$ cat src/rtl/acc_pkg.sv
package acc_pkg;
  localparam int OPC_W = 4;

  localparam logic [OPC_W-1:0] OP_LOAD  = 4'b0001;
  localparam logic [OPC_W-1:0] OP_STORE = 4'b0010;
  localparam logic [OPC_W-1:0] OP_ADD   = 4'b0101;

  typedef enum logic [2:0] {
    PH_FETCH,
    PH_FWAIT,
    PH_EXEC,
    PH_OWAIT,
    PH_HALT
  } phase_t;

  typedef struct packed {
    logic ld;
    logic st;
    logic add;
    logic bad;
  } op_kind_t;
endpackage

$ cat src/rtl/acc_decode.sv
module acc_decode
  import acc_pkg::*;
(
  input  logic [OPC_W-1:0] opc,
  output op_kind_t         kind
);
  always_comb begin
    kind = '0;
    unique case (opc)
      OP_LOAD:  kind.ld  = 1'b1;
      OP_STORE: kind.st  = 1'b1;
      OP_ADD:   kind.add = 1'b1;
      default:  kind.bad = 1'b1;
    endcase
  end
endmodule

$ cat src/rtl/acc_seq.sv
module acc_seq
  import acc_pkg::*;
(
  input  logic     clk,
  input  logic     rst_n,
  input  op_kind_t kind,
  output logic     ir_load,
  output logic     use_ir_addr,
  output logic     wr_strobe,
  output logic     ac_load,
  output logic     halt
);
  phase_t ph, ph_nx;

  always_ff @(posedge clk or negedge rst_n) begin
    if (!rst_n) ph <= PH_FETCH;
    else        ph <= ph_nx;
  end

  always_comb begin
    ph_nx = ph;
    case (ph)
      PH_FETCH: ph_nx = PH_FWAIT;
      PH_FWAIT: ph_nx = PH_EXEC;
      PH_EXEC: begin
        if (kind.bad)                 ph_nx = PH_HALT;
        else if (kind.ld || kind.add) ph_nx = PH_OWAIT;
        else                          ph_nx = PH_FETCH;
      end
      PH_OWAIT: ph_nx = PH_FETCH;
      PH_HALT:  ph_nx = PH_HALT;
      default:  ph_nx = PH_HALT;
    endcase
  end

  assign ir_load     = (ph == PH_FWAIT);
  assign use_ir_addr = (ph == PH_EXEC);
  assign wr_strobe   = (ph == PH_EXEC) && kind.st;
  assign ac_load     = (ph == PH_OWAIT);
  assign halt        = (ph == PH_HALT);

  // the halt phase is absorbing
  a_r9_halt_absorbing: assert property (@(posedge clk) disable iff (!rst_n)
    halt |=> halt);

  // an execute phase always follows the instruction capture
  a_r3_exec_after_fetch: assert property (@(posedge clk) disable iff (!rst_n)
    ir_load |=> use_ir_addr);
endmodule

$ cat src/rtl/acc_smadd.sv
module acc_smadd #(
  parameter int W = 16
) (
  input  logic [W-1:0] a,
  input  logic [W-1:0] b,
  output logic [W-1:0] sum,
  output logic         ovf
);
  localparam int M = W - 1;

  // returns {overflow, sign, magnitude}
  function automatic logic [W:0] sm_add(input logic [W-1:0] x, input logic [W-1:0] y);
    logic         sx, sy, s;
    logic [M-1:0] mx, my, m;
    logic [M:0]   wide;
    logic         c;
    sx = x[W-1];
    sy = y[W-1];
    mx = x[M-1:0];
    my = y[M-1:0];
    c  = 1'b0;
    if (sx == sy) begin
      wide = {1'b0, mx} + {1'b0, my};
      c    = wide[M];
      m    = wide[M-1:0];
      s    = sx;
    end else if (mx >= my) begin
      m = mx - my;
      s = sx;
    end else begin
      m = my - mx;
      s = sy;
    end
    if (m == '0) s = 1'b0;
    return {c, s, m};
  endfunction

  logic [W:0] res;
  assign res = sm_add(a, b);
  assign ovf = res[W];
  assign sum = res[W-1:0];
endmodule

$ cat src/rtl/acc_core.sv
module acc_core
  import acc_pkg::*;
#(
  parameter int ADDR_W = 12,
  localparam int DATA_W = OPC_W + ADDR_W
) (
  input  logic              clk,
  input  logic              rst_n,
  output logic [ADDR_W-1:0] mem_addr,
  output logic [DATA_W-1:0] mem_wdata,
  input  logic [DATA_W-1:0] mem_rdata,
  output logic              mem_we,
  output logic              halted,
  output logic              ovf,
  output logic [ADDR_W-1:0] dbg_pc,
  output logic [DATA_W-1:0] dbg_ir,
  output logic [DATA_W-1:0] dbg_ac
);
  localparam logic [DATA_W-1:0] NEG_ZERO = {1'b1, {(DATA_W-1){1'b0}}};
  localparam logic [ADDR_W-1:0] PC_ONE   = {{(ADDR_W-1){1'b0}}, 1'b1};

  logic [ADDR_W-1:0] pc;
  logic [DATA_W-1:0] ir, acc;
  logic              ovf_q;
  op_kind_t          kind;
  logic              ir_load, use_ir_addr, wr_strobe, ac_load, halt;
  logic [DATA_W-1:0] add_sum;
  logic              add_ovf;

  acc_decode u_dec (
    .opc  (ir[DATA_W-1 -: OPC_W]),
    .kind (kind)
  );

  acc_seq u_seq (
    .clk         (clk),
    .rst_n       (rst_n),
    .kind        (kind),
    .ir_load     (ir_load),
    .use_ir_addr (use_ir_addr),
    .wr_strobe   (wr_strobe),
    .ac_load     (ac_load),
    .halt        (halt)
  );

  acc_smadd #(.W(DATA_W)) u_add (
    .a   (acc),
    .b   (mem_rdata),
    .sum (add_sum),
    .ovf (add_ovf)
  );

  always_ff @(posedge clk or negedge rst_n) begin
    if (!rst_n) begin
      pc    <= '0;
      ir    <= '0;
      acc   <= '0;
      ovf_q <= 1'b0;
    end else begin
      if (ir_load) begin
        ir <= mem_rdata;
        pc <= pc + PC_ONE;
      end
      if (ac_load) begin
        if (kind.ld) begin
          acc <= mem_rdata;
        end else begin
          acc <= add_sum;
          if (add_ovf) ovf_q <= 1'b1;
        end
      end
    end
  end

  assign mem_addr  = use_ir_addr ? ir[ADDR_W-1:0] : pc;
  assign mem_wdata = acc;
  assign mem_we    = wr_strobe;
  assign halted    = halt;
  assign ovf       = ovf_q;
  assign dbg_pc    = pc;
  assign dbg_ir    = ir;
  assign dbg_ac    = acc;

  // each capture advances the PC by one, modulo the address space
  a_r2_pc_step: assert property (@(posedge clk) disable iff (!rst_n)
    ir_load |=> (pc == ADDR_W'($past(pc) + PC_ONE)));

  // capture, accumulator update and write never coincide
  a_r3_strobes_exclusive: assert property (@(posedge clk) disable iff (!rst_n)
    $onehot0({ir_load, ac_load, mem_we}));

  // a load copies the read word verbatim
  a_r4_load_copy: assert property (@(posedge clk) disable iff (!rst_n)
    (ac_load && kind.ld) |=> (acc == $past(mem_rdata)));

  // a store leaves the accumulator alone
  a_r5_store_keeps_acc: assert property (@(posedge clk) disable iff (!rst_n)
    mem_we |=> $stable(acc));

  // an add never leaves a negative zero
  a_r7_zero_positive: assert property (@(posedge clk) disable iff (!rst_n)
    (ac_load && kind.add) |=> (acc != NEG_ZERO));

  // overflow flag is sticky
  a_r8_ovf_sticky: assert property (@(posedge clk) disable iff (!rst_n)
    ovf_q |=> ovf_q);

  // a halted core is frozen and silent
  a_r9_frozen: assert property (@(posedge clk) disable iff (!rst_n)
    halted |=> ($stable(pc) && $stable(ir) && $stable(acc) && !mem_we));
endmodule

$ cat config.mk
export PLATFORM = sky130hd
export DESIGN_NAME = acc_core
export DESIGN_NICKNAME = d
export VERILOG_FILES = /design/src/rtl/acc_pkg.sv /design/src/rtl/acc_decode.sv /design/src/rtl/acc_seq.sv /design/src/rtl/acc_smadd.sv /design/src/rtl/acc_core.sv
export SDC_FILE = /design/constraint.sdc
export NUM_CORES = 1
export LEC_CHECK = 0
export ABC_AREA = 1
export BUFFER_PORTS_ARGS = -buffer_cell sky130_fd_sc_hd__buf_2
export CORE_MARGIN = 2
export CORE_UTILIZATION = 40
export CTS_CLUSTER_DIAMETER = 40
export DETAILED_ROUTE_END_ITERATION = 6
export GPL_ROUTABILITY_DRIVEN = 0
export SYNTH_ARGS = -nofsm -noshare
export SYNTH_HDL_FRONTEND = slang
export SYNTH_SLANG_ARGS = --single-unit
$ cat constraint.sdc
create_clock -name clk -period 3 [get_ports clk]
set_input_delay 0.3 -clock clk [delete_from_list [all_inputs] [get_ports clk]]
set_output_delay 0.3 -clock clk [all_outputs]
set_load 0.005 [all_outputs]
# Word-level counts from Yosys, hierarchy flattened
# Index checks and enable logic that the tools add are counted.
dict set report totals {
  register_bits 48
}
dict set report op_classes {
  add_sub_neg 4
  n_lt_le_gt_ge 1
  eq_ne 10
  muxes 14
  n_bitwise 1
  n_reduce_logical 7
}
# operator n
set op_table {}
lappend op_table {{$mux 15} 2}
lappend op_table {{$sub 15x15->15} 2}
lappend op_table {{$add 15x15->16} 1}
lappend op_table {{$mux 16} 1}
lappend op_table {{$ge 15x15->1} 1}
lappend op_table {{$logic_not 15->1} 1}
lappend op_table {{$add 12x1->12 const B} 1}
lappend op_table {{$mux 12} 1}
lappend op_table {{$pmux 3 s4} 1}
lappend op_table {{$mux 1} 7}
lappend op_table {{$eq 3x2->1 const B} 2}
lappend op_table {{$ne 3x3->1 const B} 2}
lappend op_table {{$reduce_and 3->1} 2}
lappend op_table {{$eq 4x1->1 const B} 1}
lappend op_table {{$eq 4x2->1 const B} 1}
lappend op_table {{$eq 4x3->1 const B} 1}
lappend op_table {{$eq 3x1->1 const B} 1}
lappend op_table {{$eq 3x3->1 const B} 1}
lappend op_table {{$logic_not 3->1} 1}
lappend op_table {{$mux 3} 1}
lappend op_table {{$reduce_or 3->1} 1}
lappend op_table {{$mux 2} 1}
lappend op_table {{$eq 1x1->1} 1}
lappend op_table {{$logic_and 1x1->1} 1}
lappend op_table {{other kinds (2)} 2}

# Logic depth before layout (Yosys ltp)
# Gate-level depths: netlist of the first run.
dict set report logic_depth {
  depth_word 6
  mapped_depth 24
  ltp_nobuf 23
}

# Modules after synthesis
# Synthesis of the first run repeated with hierarchy kept, for this count alone.
dict set report hier_totals {
  hier_cells 934
  area_unflattened_um2 5790.6
}
# mod n_inst cells_each area_each_um2 seq_area_each_um2
set by_module_without_submodules {}
lappend by_module_without_submodules {acc_smadd 1 624 3337.0 0.0}
lappend by_module_without_submodules {acc_core 1 277 2230.9 1126.1}
lappend by_module_without_submodules {acc_seq 1 21 168.9 75.1}
lappend by_module_without_submodules {acc_decode 1 12 53.8 0.0}

# Least setup slack after synthesis of the first run
# OpenSTA, ideal clock, no wires.
dict set report synth_path {
  kind {flip-flop to flip-flop}
  startpoint {reg acc[0] (netlist: dbg_ac[0])}
  endpoint {reg acc[15] (netlist: dbg_ac[15])}
  arrival_time_ps 2198
  required_time_ps 2884
  slack_ps 686
  path_stages_with_launch 23
  period_less_slack_ps 2314
  path_cell_list {dfrtp_1 > inv_1 > ha_1 > inv_1 > fa_1 > nand3_1 > nand3_1 > nand2_1 > nand2_1 > nand2_1 > nand2_1 > inv_1 > nand2_1 > nand3_1 > nand2_1 > nor2_1 > nand2_1 > nor2_1 > nand3_1 > nand2_1 > inv_1 > nand2_1 > nand2_1}
}
dict set report synth_via {
  elab_chain_len 6
  elab_cells_between_ends 12
}
# item line
set synth_lines {}
lappend synth_lines {{start, declared} acc_core.sv:23} ;# logic [DATA_W-1:0] ir, acc;
lappend synth_lines {{start signal, assigned} acc_core.sv:66} ;# acc <= mem_rdata;
lappend synth_lines {{start signal, assigned} acc_core.sv:68} ;# acc <= add_sum;
lappend synth_lines {{$sub 15x15->15 (tied with other cells)} acc_smadd.sv:31} ;# m = my - mx;
lappend synth_lines {{$mux 15} acc_smadd.sv:27} ;# end else if (mx >= my) begin
lappend synth_lines {{$mux 15} acc_smadd.sv:22} ;# if (sx == sy) begin
lappend synth_lines {{$logic_not 15->1} acc_smadd.sv:34} ;# if (m == '0) s = 1'b0;
lappend synth_lines {{$ne 3x3->1 (no source line) / $mux 1 (equally long branches)} --}
lappend synth_lines {{$reduce_and 3->1 (no source line) / $mux 16 (equally long branches)} --}
# Several ways; a longest one is shown, not always the timed one.
# A chain may end at the register's enable or synchronous reset.

# Worst setup path in the final report of the first run
dict set report layout_path {
  startpoint {reg acc[2] (netlist: dbg_ac[2])}
  endpoint {reg acc[15] (netlist: dbg_ac[15])}
}
# Same word-level chain as after synthesis.

==> results of run 1 <==
-- critical path, stage by stage, from the launching register on --
cell	delay (ns)
dfrtp_1	0.42
ha_1	0.48
inv_1	0.13
a21oi_1	0.22
nand2_1	0.16
nand2_1	0.09
nand2_1	0.11
nand2_1	0.14
nand2_1	0.09
nand2_1	0.07
a21oi_1	0.07
inv_1	0.09
nand2_1	0.09
nor2_1	0.10
nand2_1	0.05
nor2_1	0.08
nand3_1	0.07
nand2_1	0.06
inv_1	0.04
nand2_1	0.05
nand2_1	0.04
-- flip-flops by register name, indices dropped and copies added (netlist names) --
register and flops:
dbg_ir 16, dbg_ac 16, ovf 1, u_seq.ph 3
dbg_pc 12
-- through the flow --
step                utilization  total power [mW]  hold slack, ns
finish                    0.468              2.61           0.319
global route              0.468              2.81           0.323
CTS                       0.466              2.61           0.305
detailed placement        0.452              1.92           0.205
global placement          0.452              1.93           0.201
floorplan                     -              1.54         0.00441
-- layout make-up --
cell class              count  area [sq um]  share of cell area
well taps                 180           225              0.0345
clock buffers               6           139              0.0213
flip-flops and latches     48          1200               0.184
multi-input cells         669          3670               0.562
repair buffers            119           666               0.102
clock inverters             2          38.8             0.00594
inverters                 157           589              0.0903
-- layout by cell type, fill, tap and decap left out, drive strengths merged --
| cell type | instances |
|---|---|
| clkinv | 1 |
| nand4 | 16 |
| xnor2 | 3 |
| ha | 50 |
| nor2 | 69 |
| o21ai | 50 |
| o22ai | 13 |
| buf | 118 |
| and2 | 4 |
| o31ai | 1 |
| o21bai | 3 |
| dlygate4sd3 | 1 |
| dfrtp | 48 |
| fa | 3 |
| nand2 | 318 |
| a21oi | 35 |
| a41o | 1 |
| nor4 | 1 |
| xor2 | 20 |
| or2 | 1 |
| nand3 | 72 |
| nor3 | 7 |
| inv | 157 |
| bufinv | 1 |
| nand3b | 2 |
| clkbuf | 6 |
-- cell families (layout without fill, tap and decap cells) --
logic type	count (synthesis)	count (layout)
XOR/XNOR	23	23
buffers and inverters	199	284
flip-flops	48	48
AO/OA/AOI/OAI	103	103
adder cells (fa/ha/maj)	53	53
AND/OR/NAND/NOR	490	490
-- repair_timing --
action | CTS | global route
endpoints found under the setup margin | 0 | 1
gates resized for setup | 0 | 12
endpoints found under the hold margin | 12 | 0
hold buffers | 1 | 0
buffers inserted | 0 | 1
-- per-layer routing --
layer  part of all wire  track usage
met2               0.46        0.396
met5                  0            0
met4              0.020       0.0696
met1               0.46        0.329
met3              0.058       0.0185
-- final timing paths --
path                                       start                      to  slack, ns  depth (start not counted)
max                        dbg_ac[2]$_DFFE_PN0P_  dbg_ac[15]$_DFFE_PN0P_       0.28                         20
min                                mem_rdata[15]  dbg_ir[15]$_DFFE_PN0P_       0.32                          3
max reg2reg                dbg_ac[2]$_DFFE_PN0P_  dbg_ac[15]$_DFFE_PN0P_       0.28                         20
min reg2reg                      ovf$_DFFE_PN0P_         ovf$_DFFE_PN0P_       0.47                          1
max in group asynchronous                  rst_n   dbg_ac[6]$_DFFE_PN0P_       1.80                          3
min in group asynchronous                  rst_n   dbg_ac[4]$_DFFE_PN0P_       0.42                          2
-- power by group through the flow --
stage          Combinational [mW]  Clock [mW]  Sequential [mW]
2_1_floorplan               0.682           0            0.854
3_3_place_gp                 1.06           0            0.865
3_5_place_dp                 1.06           0            0.863
4_1_cts                      1.06       0.695            0.852
5_1_grt                      1.22       0.722            0.869
6_report                     1.08       0.680            0.853
-- synth_stat cells, types with 2 or more instances --
library cell	number
ha_1	50
nand3_1	66
o21ai_1	2
nor2_4	5
o21bai_1	3
dfrtp_1	48
a21oi_2	2
nand4_1	16
inv_2	10
xnor2_1	2
xor2_1	20
nand2_1	295
nand3_2	5
nand3b_1	2
nor2_2	4
nor3_1	6
buf_4	23
fa_1	3
buf_1	2
buf_6	5
o21ai_0	48
o22ai_1	13
clkbuf_1	10
nand2_4	3
a21oi_1	33
inv_1	147
nand2_2	20
nor2_1	59
and2_1	4
==> run summary, run 1 <==
outcome: complete, no violations
sequential share of power: 0.327
first-pass GRT wire length: 27700 microns
Die W: 124 microns
clock sink total: 48
WL final: 17800 microns
initial core utilization: 0.410
Worst-Skew Late Latency: 0.30 ns
port buffer count: 92
post-synth top area share: 0.210
syn nets: 987
final routed DRC violation total: 0
Logic pwr share: 0.413
share of post-route cells with drive strength above 1: 0.194
max_cap viols: 0
HPWL Detailed: 14600 microns
Adder-Cell Fraction of Synth Area: 0.120
CTS Buf Count: 5
YS warnings: 0
Synth Register Bits: 48
vias in the first global route: 5426
drt pass-1 iters: 6
total placed cells including tap cells: 1171
Final Max Slew Viols: 0
WP data required: 3.20 ns
top cells by area, synth: dfrtp_1 21%, nand2_1 19%, ha_1 11%
post-layout min period: 2.72 ns
fin cells: 1181
Yosys cell types: 39
Slew headroom: 0.434
die area: 15300 sq um
final net count: 1071
worst-path maximum fanout: 9
n_diodes: 0
clock power share: 0.261
leading area contributor after synthesis: dfrtp_1
Synth-to-Final Area Change: 14.2%
peak supply drop: 0.000250 V
Cells after Synth: 916
pre-CTS worst setup slack: 0.133 ns
Iteration-0 DRC Markers: 401
actual slew at the worst max-slew pin: 0.848 ns
core area: 13900 sq um
GR Overflow Total: 0
post-synthesis simple-gate area fraction: 0.382
DIE HEIGHT: 124 microns
Crit. End Element: register
number of H-tree levels: 2
kind of critical path: register to register
maximum clock frequency: 0.368 GHz
clock-pin slew on the worst setup and hold paths: 0.07 ns
Post-synth ARST share: 1.00
Avg WL per Cell: 15.1 microns
Setup TNS: 0 ns
Rows: 43
fill count: 1501
number of flops mapped to enable cells by yosys: 0
TritonCTS clock tree: yes
Final ANT Viol Nets: 0
largest net degree at the start of global routing: 37
Net Sw Frac: 0.400
DP Area: 6300 sq um
setup ws final: 0.280 ns
RSZ-0062 raised after global routing: no
Clock Tree Root: clkbuf_16
GRT Util Overall: 0.238
Longest Clk Path Bufs: 2
Startpoint Class: register
# IOs: 93
antenna violations before repair: 0
post-synthesis compound-gate area fraction: 0.0970
Cell Int Power: 1.57 mW
largest family of logic cells by synthesized area: simple AND/OR/NAND/NOR gates
Avg Cell Area, Syn: 6.24 sq um
final hold violation count: 0
sw power: 1.04 mW
Final Skew: 0.00723 ns
Lkg Pwr: 3.71 nW
Top FF cell, synth: dfrtp_1
Hold Crit Class: input port to register
synthesized cell area: 5710 sq um
post-synthesis mux area share: 0
sequential area share after synthesis: 0.210
Pwr Density: 400 nW/um^2
post-route clock period utilization: 0.907
cell area after layout: 6530 sq um
crit path DAT: 2.92 ns
routed vias: 5964
Synth Area in XOR/XNOR: 0.0366
via/cell ratio: 5.05
Final setup viols: 0
Note: power is estimated with default switching activity, not from simulation.
==> inputs of run 2 (changes only) <==
--- a/config.mk
+++ b/config.mk
@@ -7,11 +7,14 @@
 export LEC_CHECK = 0
 export ABC_AREA = 1
 export BUFFER_PORTS_ARGS = -buffer_cell sky130_fd_sc_hd__buf_2
-export CORE_MARGIN = 2
+export CELL_PAD_IN_SITES_DETAIL_PLACEMENT = 1
+export CELL_PAD_IN_SITES_GLOBAL_PLACEMENT = 1
+export CORE_MARGIN = 8
 export CORE_UTILIZATION = 40
 export CTS_CLUSTER_DIAMETER = 40
 export DETAILED_ROUTE_END_ITERATION = 6
 export GPL_ROUTABILITY_DRIVEN = 0
+export PLACE_DENSITY_LB_ADDON = 0.1
 export SYNTH_ARGS = -nofsm -noshare
 export SYNTH_HDL_FRONTEND = slang
 export SYNTH_SLANG_ARGS = --single-unit
==> run 2 against run 1 <==
Net effect: routed wire length increased by 14%; sequential share of layout area decreased by 0.17 points; hold slack got worse by 0.21 ns; clock skew increased by 0.0037 ns; largest power group unchanged; largest cell class unchanged; highest routed layer unchanged.
==> run summary, run 2 (same netlist as run 1, synthesis figures left out) <==
maximum clock frequency: 0.362 GHz (was 0.368 GHz)
Cell Int Power: 1.56 mW (was 1.57 mW)
via/cell ratio: 5.08 (was 5.05)
commonest cells after routing, fill and taps aside: 295 x nand2_1, 147 x inv_1, 92 x buf_2 (unchanged)
final routed DRC violation total: 0 (unchanged)
Clock Tree Root: clkbuf_16 (unchanged)
r2r setup slk: 0.24 ns (was 0.28 ns)
Slew headroom: 0.415 (was 0.434)
n_diodes: 0 (unchanged)
Final Skew: 0.0109 ns (was 0.00723 ns)
peak supply drop: 0.000199 V (was 0.000250 V)
Final setup viols: 0 (unchanged)
max_cap viols: 0 (unchanged)
post-route clock period utilization: 0.920 (was 0.907)
pre-CTS worst setup slack: 0.0343 ns (was 0.133 ns)
RSZ-0062 raised after global routing: no (unchanged)
WP data required: 3.19 ns (was 3.20 ns)
Worst Reg-to-Reg Cells: 20 (unchanged)
actual slew at the worst max-slew pin: 0.876 ns (was 0.848 ns)
met1 Usage GRT: 0.300 (was 0.329)
Rows: 43 (unchanged)
Startpoint Class: register (unchanged)
Final Core Density: 0.473 (was 0.468)
kind of critical path: register to register (unchanged)
commonest non-fill, non-tap cell in the layout: nand2_1 (unchanged)
Avg WL per Cell: 17.2 microns (was 15.1 microns)
Lkg Pwr: 3.74 nW (was 3.71 nW)
met3 GRT Util: 0.0267 (was 0.0185)
Sequential cell area: 1200 sq um (unchanged)
routed vias: 6026 (was 5964)
Die W: 136 microns (was 124 microns)
share of post-route cells with drive strength above 1: 0.201 (was 0.194)
worst reg2reg endpoint: dbg_ac[15]$_DFFE_PN0P_ (unchanged)
largest net degree at the start of global routing: 35 (was 37)
core area: 13900 sq um (unchanged)
Iteration-0 DRC Markers: 323 (was 401)
Pwr Density: 397 nW/um^2 (was 400 nW/um^2)
crit path DAT: 2.95 ns (was 2.92 ns)
clock sink total: 48 (unchanged)
clock-pin slew on the worst setup and hold paths: 0.07 ns (about the same)
port buffer count: 92 (unchanged)
Logic pwr share: 0.431 (was 0.413)
fin cells: 1186 (was 1181)
Final Max Slew Viols: 0 (unchanged)
final net count: 1076 (was 1071)
final hold violation count: 0 (unchanged)
GR Overflow Total: 0 (unchanged)
CTS Buf Count: 5 (unchanged)
met2 Use GR: 0.371 (was 0.396)
multi-input logic area: 3710 sq um (was 3670 sq um)
reg2reg start: dbg_ac[11]$_DFFE_PN0P_ (was dbg_ac[2]$_DFFE_PN0P_)
DIE HEIGHT: 136 microns (was 124 microns)
post-layout min period: 2.76 ns (was 2.72 ns)
total placed cells including tap cells: 1174 (was 1171)
Longest Clk Path Bufs: 2 (unchanged)
total power: 2.62 mW (was 2.61 mW)
Synth-to-Final Area Change: 15.3% (was 14.2%)
initial core utilization: 0.410 (unchanged)
Worst-Skew Late Latency: 0.29 ns (was 0.30 ns)
first-pass GRT wire length: 32300 microns (was 27700 microns)
vias in the first global route: 5943 (was 5426)
GRT Util Overall: 0.223 (was 0.238)
antenna violations before repair: 0 (unchanged)
Net Sw Frac: 0.405 (was 0.400)
# IOs: 93 (unchanged)
fill count: 1925 (was 1501)
gr busiest metal: met2 (unchanged)
clock power share: 0.243 (was 0.261)
worst-path maximum fanout: 10 (was 9)
CP max-delay cell: ha_2 (was ha_1)
sw power: 1.06 mW (was 1.04 mW)
HPWL Detailed: 17200 microns (was 14600 microns)
outcome: complete, no violations (unchanged)
setup ws final: 0.241 ns (was 0.280 ns)
Max stage delay on crit path: 0.51 ns (was 0.48 ns)
DP Area: 6320 sq um (was 6300 sq um)
WL final: 20400 microns (was 17800 microns)
sequential share of power: 0.326 (was 0.327)
drt pass-1 iters: 5 (was 6)
Crit. End Element: register (unchanged)
TritonCTS clock tree: yes (unchanged)
Setup TNS: 0 ns (unchanged)
CP bufs+invs: 4 (was 3)
cell area after layout: 6590 sq um (was 6530 sq um)
number of H-tree levels: 2 (unchanged)
CP most frequent cell: nand2_1 (unchanged)
Critical Path, Cell by Cell: ha_2 > nand2_2 > nor2_4 > inv_2 > nor2_4 > nand2_4 > inv_2 > nor2_8 > nand2_1 > nand3_1 > nand2_1 > inv_1 > nor2_1 > nand2_1 > nor2_1 > nand3_1 > nand2_1 > inv_1 > nand2_1 > nand2_1 (was ha_1 > inv_1 > a21oi_1 > nand2_1 > nand2_1 > nand2_1 > nand2_1 > nand2_1 > nand2_1 > a21oi_1 > inv_1 > nand2_1 > nor2_1 > nand2_1 > nor2_1 > nand3_1 > nand2_1 > inv_1 > nand2_1 > nand2_1)
Hold Crit Class: input port to async pin (was input port to register)
Final ANT Viol Nets: 0 (unchanged)
die area: 18400 sq um (was 15300 sq um)
Top Family by Delay on Critical Path: simple AND/OR/NAND/NOR gates (unchanged)
worst hold margin: 0.105 ns (was 0.319 ns)
-- run 2: layout make-up --
cell class,instances,area share
multi-input cells,669,0.563
clock buffers,6,0.0196
inverters,157,0.0894
clock inverters,2,0.00532
repair buffers,124,0.106
flip-flops and latches,48,0.182
well taps,180,0.0342
-- run 2: power by group through the flow --
stage                     clock network [mW]  registers [mW]  logic (mW)
final                                  0.637           0.852        1.13
after global routing                   0.670           0.871        1.27
after CTS                              0.651           0.853        1.11
after detailed placement                   0           0.865        1.10
after global placement                     0           0.862        1.09
after floorplan                            0           0.854       0.682
-- run 2: how the worst max path moves through the flow --
stage,start,end,slack [ns],cells after the start
2_1_floorplan,dbg_ac[0]$_DFFE_PN0P_,dbg_ac[15]$_DFFE_PN0P_,0.69,22
3_3_place_gp,mem_rdata[6],dbg_ac[15]$_DFFE_PN0P_,0.04,21
3_5_place_dp,mem_rdata[6],dbg_ac[15]$_DFFE_PN0P_,0.03,21
4_1_cts,dbg_ac[6]$_DFFE_PN0P_,dbg_ac[15]$_DFFE_PN0P_,0.07,19
5_1_grt,dbg_ac[0]$_DFFE_PN0P_,dbg_ac[15]$_DFFE_PN0P_,0.007,19
6_report,dbg_ac[11]$_DFFE_PN0P_,dbg_ac[15]$_DFFE_PN0P_,0.24,20
-- run 2: metal layers --
layer  wire (microns)  up-vias
met5                0        -
met4              324        0
met3             1000       18
met2             9490      112
met1             9550     2891
li1                 -     3005
-- run 2: what timing repair did --
item,4_1_cts,5_1_grt
setup endpoints to repair,0,1
setup buffers,0,4
gates resized for setup,0,18
hold endpoints to repair,0,0
hold buffers,0,0
==> inputs of run 3 (changes only) <==
--- a/config.mk
+++ b/config.mk
@@ -17,4 +17,5 @@
 export PLACE_DENSITY_LB_ADDON = 0.1
 export SYNTH_ARGS = -nofsm -noshare
 export SYNTH_HDL_FRONTEND = slang
+export SYNTH_HIERARCHICAL = 1
 export SYNTH_SLANG_ARGS = --single-unit
==> run 3 against run 2 <==
Net effect: synthesized cell count up 2.0%; highest routed layer unchanged; clock skew down 0.0024 ns; clock power down 6.0%; combinational power down 13%; routed wire length up 5.9%; area after synthesis up 1.4%; sequential power down 0.9%; flip-flop and latch count unchanged; sequential share of layout area down 0.29 points; hold slack worse by 0.092 ns.
==> run summary, run 3 <==
total placed cells including tap cells: 1200 (was 1174)
routed vias: 6147 (was 6026)
final routed DRC violation total: 0 (unchanged)
Cells after Synth: 934 (was 916)
clock sink total: 48 (unchanged)
Die W: 136 microns (about the same)
core area: 14300 sq um (was 13900 sq um)
max_cap viols: 0 (unchanged)
vias in the first global route: 6259 (was 5943)
Slew headroom: 0.482 (was 0.415)
Lkg Pwr: 3.78 nW (was 3.74 nW)
TritonCTS clock tree: yes (unchanged)
GRT Util Overall: 0.231 (was 0.223)
Avg Cell Area, Syn: 6.20 sq um (was 6.24 sq um)
Worst-Skew Late Latency: 0.30 ns (was 0.29 ns)
die area: 18600 sq um (was 18400 sq um)
post-route clock period utilization: 0.943 (was 0.920)
leading area contributor after synthesis: nand2_1 (was dfrtp_1)
DP Area: 6430 sq um (was 6320 sq um)
peak supply drop: 0.000249 V (was 0.000199 V)
commonest cells after routing, fill and taps aside: 334 x nand2_1, 135 x inv_1, 92 x buf_2 (was 295 x nand2_1, 147 x inv_1, 92 x buf_2)
reg2reg start: dbg_ac[0]$_DFFE_PN0P_ (was dbg_ac[11]$_DFFE_PN0P_)
post-synth top area share: 0.217 (was 0.210)
Crit. End Element: register (unchanged)
Rows: 44 (was 43)
Pwr Density: 362 nW/um^2 (was 397 nW/um^2)
Startpoint Class: register (unchanged)
YS warnings: 6 (was 0)
Final Skew: 0.00851 ns (was 0.0109 ns)
Clock Tree Root: clkbuf_16 (unchanged)
pre-CTS worst setup slack: 0.0127 ns (was 0.0343 ns)
Post-synth ARST share: 1.00 (unchanged)
number of H-tree levels: 2 (unchanged)
Longest Clk Path Bufs: 2 (unchanged)
kind of critical path: register to register (unchanged)
total power: 2.43 mW (was 2.62 mW)
port buffer count: 92 (unchanged)
fin cells: 1215 (was 1186)
worst-path maximum fanout: 4 (was 10)
Synth Register Bits: 48 (unchanged)
Setup TNS: 0 ns (unchanged)
Avg WL per Cell: 17.8 microns (was 17.2 microns)
WL final: 21600 microns (was 20400 microns)
Top FF cell, synth: dfrtp_1 (unchanged)
WP data required: 3.16 ns (was 3.19 ns)
syn nets: 1005 (was 987)
DIE HEIGHT: 136 microns (about the same)
Final setup viols: 0 (unchanged)
Synth-to-Final Area Change: 15.9% (was 15.3%)
initial core utilization: 0.405 (was 0.410)
via/cell ratio: 5.06 (was 5.08)
# IOs: 93 (unchanged)
Yosys cell types: 40 (was 39)
sequential area share after synthesis: 0.207 (was 0.210)
antenna violations before repair: 0 (unchanged)
maximum clock frequency: 0.354 GHz (was 0.362 GHz)
Hold Crit Class: input port to async pin (unchanged)
crit path DAT: 2.99 ns (was 2.95 ns)
GR Overflow Total: 0 (unchanged)
HPWL Detailed: 17700 microns (was 17200 microns)
commonest cells in the netlist: 335 x nand2_1, 135 x inv_1, 72 x nand3_1 (was 295 x nand2_1, 147 x inv_1, 66 x nand3_1)
outcome: complete, no violations (unchanged)
setup ws final: 0.172 ns (was 0.241 ns)
Iteration-0 DRC Markers: 346 (was 323)
final net count: 1101 (was 1076)
actual slew at the worst max-slew pin: 0.776 ns (was 0.876 ns)
cell area after layout: 6710 sq um (was 6590 sq um)
Final ANT Viol Nets: 0 (unchanged)
largest net degree at the start of global routing: 34 (was 35)
Critical Path Source: dbg_ac[0]$_DFFE_PN0P_ (was dbg_ac[11]$_DFFE_PN0P_)
Final Max Slew Viols: 0 (unchanged)
n_diodes: 0 (unchanged)
top cells by area, synth: nand2_1 22%, dfrtp_1 21%, ha_1 11% (was dfrtp_1 21%, nand2_1 19%, ha_1 11%)
CTS Buf Count: 5 (unchanged)
drt pass-1 iters: 4 (was 5)
share of post-route cells with drive strength above 1: 0.216 (was 0.201)
final hold violation count: 0 (unchanged)
most common cell in the synthesized netlist: nand2_1 (unchanged)
first-pass GRT wire length: 33700 microns (was 32300 microns)
synthesized cell area: 5790 sq um (was 5710 sq um)
clock-pin slew on the worst setup and hold paths: 0.07 ns (about the same)
number of flops mapped to enable cells by yosys: 0 (unchanged)
fill count: 2019 (was 1925)
post-layout min period: 2.83 ns (was 2.76 ns)
commonest non-fill, non-tap cell in the layout: nand2_1 (unchanged)
run 3: cell types whose count changed after synthesis, sizes merged, moves of 4 or more:
cell,before,now
nand3,72,78
nor2,69,76
a31oi,0,17
inv,157,146
clkbuf,10,2
nand2,318,359
xor2,20,16
o22ai,13,0
buf,32,42
o21ai,50,25
run 3: path summary, 6_finish.rpt:
check	endpoint	slack, ns	depth (start not counted)
worst min register to register	dbg_ir[14]$_DFFE_PN0P_	0.50	2
worst max register to register	dbg_ac[15]$_DFFE_PN0P_	0.17	17
min in group clk	dbg_ir[14]$_DFFE_PN0P_	0.27	3
max in group asynchronous	dbg_ac[11]$_DFFE_PN0P_	2.18	2
worst min-delay path	dbg_pc[0]$_DFFE_PN0P_	0.01	1
worst max-delay path	dbg_ac[15]$_DFFE_PN0P_	0.17	17
run 3: area by class of cell:
| type | count | area (sq um) | area share |
|---|---|---|---|
| inverters | 147 | 556 | 0.0828 |
| clock inverters | 2 | 15.0 | 0.00224 |
| clock buffers | 6 | 139 | 0.0207 |
| repair buffers | 132 | 761 | 0.113 |
| well taps | 184 | 230 | 0.0343 |
| flip-flops and latches | 48 | 1200 | 0.180 |
| multi-input cells | 696 | 3800 | 0.567 |
run 3: metrics by stage:
stage          hold WS [ns]  utilization
5_1_grt              0.0614        0.469
3_3_place_gp          0.361        0.449
3_5_place_dp          0.354        0.449
6_report             0.0129        0.469
2_1_floorplan       0.00441            -
4_1_cts              0.0330        0.460
run 3: kinds of logic (layout without fill, tap and decap cells):
| logic type | Yosys count | count (layout) | share of synthesized area |
|---|---|---|---|
| compound gates | 83 | 83 | 0.0799 |
| xor+xnor | 17 | 17 | 0.0270 |
| fa+ha+maj | 53 | 53 | 0.118 |
| buf+inv | 191 | 287 | 0.151 |
| flops | 48 | 48 | 0.207 |
| mux | 1 | 1 | 0.00173 |
| simple gates | 541 | 542 | 0.414 |
run 3: power by group:
group          internal, mW  switching, mW
logic                 0.360          0.626
registers             0.742          0.102
clock network         0.332          0.267
total                  1.43          0.995
run 3: layer usage:
| metal | track usage | share of wire |
|---|---|---|
| met1 | 0.300 | 0.46 |
| met5 | 0 | 0 |
| met2 | 0.402 | 0.49 |
| met4 | 0.0555 | 0.020 |
| met3 | 0.0218 | 0.031 |
run 3: critical path, cell delays in order (launching register included):
cell     delay (ns)
dfrtp_1        0.40
buf_4          0.16
ha_1           0.24
fa_1           0.41
nand3_1        0.10
nand2_1        0.12
nand2_1        0.13
nand2_2        0.09
nand2_1        0.08
a21oi_1        0.06
a21oi_1        0.21
nand2_1        0.12
nor2_1         0.17
nand3_1        0.10
nor2_1         0.10
nor2_1         0.05
nand2_1        0.06
a31oi_1        0.08
run 3: timing repair:
item | 4_1_cts | 5_1_grt
gates resized for setup | 1 | 19
cloned | 0 | 1
pin swaps | 0 | 2
setup endpoints to repair | 1 | 1
hold buffers | 0 | 0
buffers inserted | 0 | 6
